## src/rtl/sq_pkg.sv

```systemverilog
package sq_pkg;

   // Quarter-phase encoding: bit 1 is E, bit1^bit0 is Q.
   typedef enum logic [1:0] {
      PH_VID_ADDR = 2'd0,
      PH_VID_READ = 2'd1,
      PH_CPU_ADDR = 2'd2,
      PH_CPU_DATA = 2'd3
   } sq_phase_e;

endpackage

```

## src/rtl/sq_phase_gen.sv

```systemverilog
module sq_phase_gen
   import sq_pkg::*;
#(
   parameter int TICKS_PER_PHASE = 4
) (
   input  logic      clk,
   input  logic      rst,
   output sq_phase_e phase,
   output logic      last_tick,
   output logic      bus_e,
   output logic      bus_q
);

   localparam int TICK_W = (TICKS_PER_PHASE > 1) ? $clog2(TICKS_PER_PHASE) : 1;

   generate
      if (TICKS_PER_PHASE < 1) begin : g_bad_ticks
         $error("TICKS_PER_PHASE must be at least 1");
      end

      if (TICKS_PER_PHASE == 1) begin : g_single
         assign last_tick = 1'b1;
      end else begin : g_divided
         logic [TICK_W-1:0] tick;
         always_ff @(posedge clk) begin
            if (rst)
               tick <= '0;
            else if (tick == TICK_W'(TICKS_PER_PHASE - 1))
               tick <= '0;
            else
               tick <= tick + 1'b1;
         end
         assign last_tick = (tick == TICK_W'(TICKS_PER_PHASE - 1));
      end
   endgenerate

   sq_phase_e phase_nxt;

   always_comb begin
      if (last_tick)
         phase_nxt = sq_phase_e'(2'(phase + 2'd1));
      else
         phase_nxt = phase;
   end

   // E and Q are taken from flops so that decode glitches never reach them.
   always_ff @(posedge clk) begin
      if (rst) begin
         phase <= PH_VID_ADDR;
         bus_e <= 1'b0;
         bus_q <= 1'b0;
      end else begin
         phase <= phase_nxt;
         bus_e <= phase_nxt[1];
         bus_q <= phase_nxt[1] ^ phase_nxt[0];
      end
   end

endmodule

```

## src/rtl/sq_vid_ctr.sv

```systemverilog
module sq_vid_ctr #(
   parameter int ADDR_W = 16
) (
   input  logic              clk,
   input  logic              rst,
   input  logic              load,
   input  logic [ADDR_W-1:0] base,
   input  logic              apply,
   input  logic              step,
   output logic [ADDR_W-1:0] vofs
);

   logic              pend_v;
   logic [ADDR_W-1:0] pend_addr;

   always_ff @(posedge clk) begin
      if (rst) begin
         vofs      <= '0;
         pend_v    <= 1'b0;
         pend_addr <= '0;
      end else if (apply) begin
         // A load arriving on the boundary tick is applied at once.
         if (load)
            vofs <= base;
         else if (pend_v)
            vofs <= pend_addr;
         pend_v <= 1'b0;
      end else begin
         if (step)
            vofs <= vofs + 1'b1;
         if (load) begin
            pend_v    <= 1'b1;
            pend_addr <= base;
         end
      end
   end

endmodule

```

## src/rtl/sq_capture.sv

```systemverilog
module sq_capture #(
   parameter int DATA_W = 8
) (
   input  logic              clk,
   input  logic              rst,
   input  logic [DATA_W-1:0] ram_rdata,
   input  logic              vid_take,
   input  logic              cpu_take,
   output logic [DATA_W-1:0] vid_data,
   output logic              vid_valid,
   output logic [DATA_W-1:0] cpu_rdata
);

   always_ff @(posedge clk) begin
      if (rst) begin
         vid_data  <= '0;
         vid_valid <= 1'b0;
         cpu_rdata <= '0;
      end else begin
         vid_valid <= vid_take;
         if (vid_take)
            vid_data <= ram_rdata;
         if (cpu_take)
            cpu_rdata <= ram_rdata;
      end
   end

endmodule

```

## src/rtl/vidmem_sequencer.sv

```systemverilog
module vidmem_sequencer
   import sq_pkg::*;
#(
   parameter int ADDR_W          = 16,
   parameter int DATA_W          = 8,
   parameter int TICKS_PER_PHASE = 4
) (
   input  logic              clk,
   input  logic              rst,
   input  logic [ADDR_W-1:0] cpu_addr,
   input  logic              cpu_rnw,
   input  logic [DATA_W-1:0] cpu_wdata,
   output logic [DATA_W-1:0] cpu_rdata,
   input  logic              vid_base_load,
   input  logic [ADDR_W-1:0] vid_base,
   output logic [ADDR_W-1:0] ram_addr,
   output logic [DATA_W-1:0] ram_wdata,
   input  logic [DATA_W-1:0] ram_rdata,
   output logic              ram_we,
   output logic [DATA_W-1:0] vid_data,
   output logic              vid_valid,
   output logic              bus_e,
   output logic              bus_q
);

   generate
      if (ADDR_W < 1 || ADDR_W > 32) begin : g_bad_addr
         $error("ADDR_W out of range");
      end
      if (DATA_W < 1) begin : g_bad_data
         $error("DATA_W must be positive");
      end
   endgenerate

   sq_phase_e         phase;
   logic              last_tick;
   logic [ADDR_W-1:0] vofs;
   logic              vid_take;
   logic              cpu_take;

   sq_phase_gen #(
      .TICKS_PER_PHASE(TICKS_PER_PHASE)
   ) u_phase (
      .clk      (clk),
      .rst      (rst),
      .phase    (phase),
      .last_tick(last_tick),
      .bus_e    (bus_e),
      .bus_q    (bus_q)
   );

   assign vid_take = last_tick && (phase == PH_VID_READ);
   assign cpu_take = last_tick && (phase == PH_CPU_DATA);

   sq_vid_ctr #(
      .ADDR_W(ADDR_W)
   ) u_vctr (
      .clk  (clk),
      .rst  (rst),
      .load (vid_base_load),
      .base (vid_base),
      .apply(cpu_take),
      .step (vid_take),
      .vofs (vofs)
   );

   sq_capture #(
      .DATA_W(DATA_W)
   ) u_cap (
      .clk      (clk),
      .rst      (rst),
      .ram_rdata(ram_rdata),
      .vid_take (vid_take),
      .cpu_take (cpu_take),
      .vid_data (vid_data),
      .vid_valid(vid_valid),
      .cpu_rdata(cpu_rdata)
   );

   always_comb begin
      ram_addr = phase[1] ? cpu_addr : vofs;
   end

   assign ram_we    = (phase == PH_CPU_DATA) && !cpu_rnw;
   assign ram_wdata = cpu_wdata;

endmodule

```

## config.mk

```make
export PLATFORM = sky130hd
export DESIGN_NAME = vidmem_sequencer
export DESIGN_NICKNAME = d
export VERILOG_FILES = /design/src/rtl/sq_pkg.sv /design/src/rtl/sq_phase_gen.sv /design/src/rtl/sq_vid_ctr.sv /design/src/rtl/sq_capture.sv /design/src/rtl/vidmem_sequencer.sv
export SDC_FILE = /design/constraint.sdc
export NUM_CORES = 1
export LEC_CHECK = 0
export ABC_AREA = 0
export BUFFER_PORTS_ARGS = -buffer_cell sky130_fd_sc_hd__buf_2
export CAP_MARGIN = 40
export CELL_PAD_IN_SITES_DETAIL_PLACEMENT = 0
export CELL_PAD_IN_SITES_GLOBAL_PLACEMENT = 1
export CORE_UTILIZATION = 36
export DETAILED_ROUTE_END_ITERATION = 8
export GPL_ROUTABILITY_DRIVEN = 0
export PLACE_DENSITY = 0.88
export SLEW_MARGIN = 20
export SYNTH_ARGS = -nofsm -noshare
export SYNTH_HDL_FRONTEND = slang
export SYNTH_SLANG_ARGS = --single-unit
```

## constraint.sdc

```tcl
create_clock -name clk -period 1.91 [get_ports clk]
set_input_delay 0.0955 -clock clk [delete_from_list [all_inputs] [get_ports clk]]
set_output_delay 0.0955 -clock clk [all_outputs]
set_load 0.03 [all_outputs]
```

==> results.sh <==
export IMPL_outcome="finished clean"
export IMPL_cpMostUsedCell="buf_4"
export IMPL_clkSinkCount=55
export IMPL_drc=0
export IMPL_rows=32
export IMPL_worstSetupStartpointType="flip-flop"
export IMPL_clkLatencyLatePin_ns=0.31
export IMPL_holdCritPathClass="input port to flip-flop"
export IMPL_tritoncts="built"
export IMPL_max_freq_mhz=577.2
export IMPL_setup_viol=0
export IMPL_netlist_instances=364
export IMPL_cts_made_buffers=5
export IMPL_hpwl_mm=5.306
export IMPL_synth_top_area_share=0.3828
export IMPL_worst_endpoint_arrival_ns=1.98
export IMPL_tns_ns=0
export IMPL_reg2reg_depth=8
export IMPL_hold_end="u_vctr.pend_addr[2]"
export IMPL_final_cell_mix="buf_2, nand2_1, dfxtp_1"
export IMPL_ir_drop_mv=0.4480
export IMPL_root_buffer="clkbuf_8"
export IMPL_post_cts_buffers=0
export IMPL_finalHoldViolations=0
export IMPL_use_met3=0.02429
export IMPL_slew_headroom=0.6601
export IMPL_hold_start="vid_base[2]"
export IMPL_synthFlopType="dfxtp_1"
export IMPL_synthTopCellsByArea="dfxtp_1, nand2_1, a21oi_1, mux2_2, mux2i_1"
export IMPL_yosysSeqAreaShare=0.3828
export IMPL_timing_rr_start="u_phase.bus_e"
export IMPL_stdcell_count=538
export IMPL_crit_reg2reg_capture="u_vctr.vofs[2]"
export IMPL_postCtsHoldBufs=0
export IMPL_vias=2756
export IMPL_path_clk_slew_ns=0.10
export IMPL_path_delay_family="compound AO/OA/AOI/OAI gates"
export IMPL_diodes=0
export IMPL_crit_fanout=9
export IMPL_place_ws_ns=0.1402
export IMPL_layout_min_cycle_time_ns=1.733
export IMPL_drt_first_pass_iters=4
export IMPL_crit_chain="buf_4 -> inv_1 -> ha_1 -> o21ai_1 -> a21o_1 -> buf_4 -> o21ai_0 -> a21oi_1"
export IMPL_async_reset_ff_frac=0
export IMPL_grtUsageMet1=0.2504
export IMPL_die_w_microns=91.39
export IMPL_final_common_cell="buf_2"
export IMPL_syn_area_sq_um=2877
export IMPL_cts_htree_levels=2
export IMPL_grt_usage=0.1737
export IMPL_coreArea_sq_um=7727
export IMPL_synth_edff_count=0
export IMPL_critPathBufInv=3
export IMPL_yosys_warnings=0
export IMPL_crit_type="flip-flop to flip-flop"
export IMPL_finClkSkew_ns=0.006948
export IMPL_clock_path_buffers=2
export IMPL_cp_slowest_stage_delay_ns=0.37
export IMPL_worst_slew_pin_slew_ns=0.5099
export IMPL_dieArea_sq_um=8352
export IMPL_io_buffers=79
export IMPL_gr_total_overflow=0
export IMPL_crit_path_top_delay_cell="dfxtp_1"
export IMPL_wl_mm=7.264
export IMPL_worstHoldPathCells=3
export IMPL_grt_max_degree=32
export IMPL_antenna_found_initial=0
export IMPL_yosysTopAreaCell="dfxtp_1"
export IMPL_synth_seq_cells=55
export IMPL_wl_per_cell_microns=13.50
export IMPL_r2r_slack_ns=0.18
export IMPL_area_growth_pct=21.57
export IMPL_power_leakage_nw=1.432
export IMPL_drive_gt1_frac=0.3050
export IMPL_first_iter_violations=178
export IMPL_maxCapViolCount=0
export IMPL_cp_required_ns=2.15
export IMPL_dieHeight_microns=91.39
export IMPL_fillers=789
export IMPL_busiest_layer="met2"
export IMPL_whs_ns=0.03007
export IMPL_grt_setup_unrepaired="false"
export IMPL_grt_pass1_wl_mm=11.91
export IMPL_syn_nets=420
export IMPL_synth_cell_types=45
export IMPL_viasPerCell=5.123
export IMPL_post_route_period_util=0.9071
export IMPL_start_util=0.3722
export IMPL_finalMaxSlewViolations=0
export IMPL_finalNetCount=491
export IMPL_ios=96
export IMPL_synthesis_area_per_instance_sq_um=7.902
export IMPL_dp_cells=530
export IMPL_end_kind="flip-flop"
export IMPL_power_density_nw_per_um2=646.8
export IMPL_fin_ws_ns=0.1775
export IMPL_grt_pass1_vias=2449
export IMPL_drtAntennaViolNets=0
export IMPL_gr_usage_met2=0.2707
## logic make-up (layout without fill, tap and decap cells)
kind of cell    after synthesis  in the layout  share of synthesized area
buf+inv                      41            113                    0.07046
xor+xnor                      2              2                   0.006091
mux                          32             32                     0.1201
fa+ha+maj                     4              4                    0.01740
simple gates                142            142                     0.2288
flops                        55             55                     0.3828
compound gates               88             88                     0.1744
## routing by layer
layer | vias to the layer above | part of all wire
li1 | 1408 | -
met1 | 1252 | 0.48
met2 | 89 | 0.45
met3 | 7 | 0.060
met4 | 0 | 0.0087
met5 | - | 0
## registers in the layout, summed over array words and instances, names as in the netlist
signal	cells
u_vctr.vofs	16
u_phase.phase	1
u_cap.vid_data	8
u_cap.cpu_rdata	8
u_vctr.pend_addr	16
u_vctr.pend_v	1
u_phase.bus_q	1
u_cap.vid_valid	1
u_phase.g_divided.tick	2
u_phase.bus_e	1
## worst min-delay path, cell delays in order
cell and delay [ns]:
buf_2 0.10, nand2_1 0.05, a21oi_1 0.05
## repair_timing
item                                   in CTS  in global routing
endpoints found under the hold margin       0                  0
setup endpoints to repair                   0                  3
gates resized for setup                     0                  1
## per-stage QoR
stage	total power (W)	instance area (sq um)	util
floorplan	0.001418	2878	-
global placement	0.001487	3377	0.4370
detailed placement	0.001493	3377	0.4370
CTS	0.002288	3495	0.4522
global route	0.002355	3497	0.4526
finish	0.002262	3497	0.4526
## where the power goes
| part | leakage, nW | switching, W | internal, W |
|---|---|---|---|
| clock | 0.0612 | 0.000371 | 0.000425 |
| combinational | 0.923 | 0.000145 | 0.000115 |
| sequential | 0.447 | 0.0000229 | 0.00118 |
| total | 1.43 | 0.000539 | 0.00172 |
## layout make-up
class	count	area (sq um)	share of cell area
multi-input combinational	268	1575	0.4504
tap	102	127.6	0.03649
timing repair buffer	101	560.5	0.1603
clock buffer	6	82.58	0.02361
clock inverter	2	35.03	0.01002
inverter	4	15.01	0.004293
sequential	55	1101	0.3148
## synthesized netlist by cell type (all sizes together) (5+ instances only)
| cell type | instances |
|---|---|
| dfxtp | 55 |
| a31oi | 8 |
| mux2i | 12 |
| nor4 | 5 |
| nand3 | 17 |
| mux2 | 20 |
| buf | 21 |
| nand2 | 75 |
| o21ai | 18 |
| nor3 | 7 |
| clkbuf | 16 |
| a21oi | 49 |
| nor2 | 14 |
| nand4 | 5 |
## worst max path at each step
| stage | from | endpoint | slack, ns | depth (start not counted) |
|---|---|---|---|---|
| 2_1_floorplan | u_phase.bus_e | u_vctr.vofs[13] | 0.04 | 6 |
| 3_3_place_gp | u_phase.bus_e | u_vctr.vofs[0] | 0.21 | 6 |
| 3_5_place_dp | u_phase.bus_e | u_vctr.vofs[0] | 0.14 | 6 |
| 4_1_cts | u_phase.bus_e | u_vctr.vofs[0] | 0.12 | 6 |
| 5_1_grt | u_phase.bus_e | u_vctr.vofs[3] | 0.03 | 8 |
| 6_report | u_phase.bus_e | u_vctr.vofs[2] | 0.18 | 8 |
Note: power is estimated with default switching activity, not from simulation.
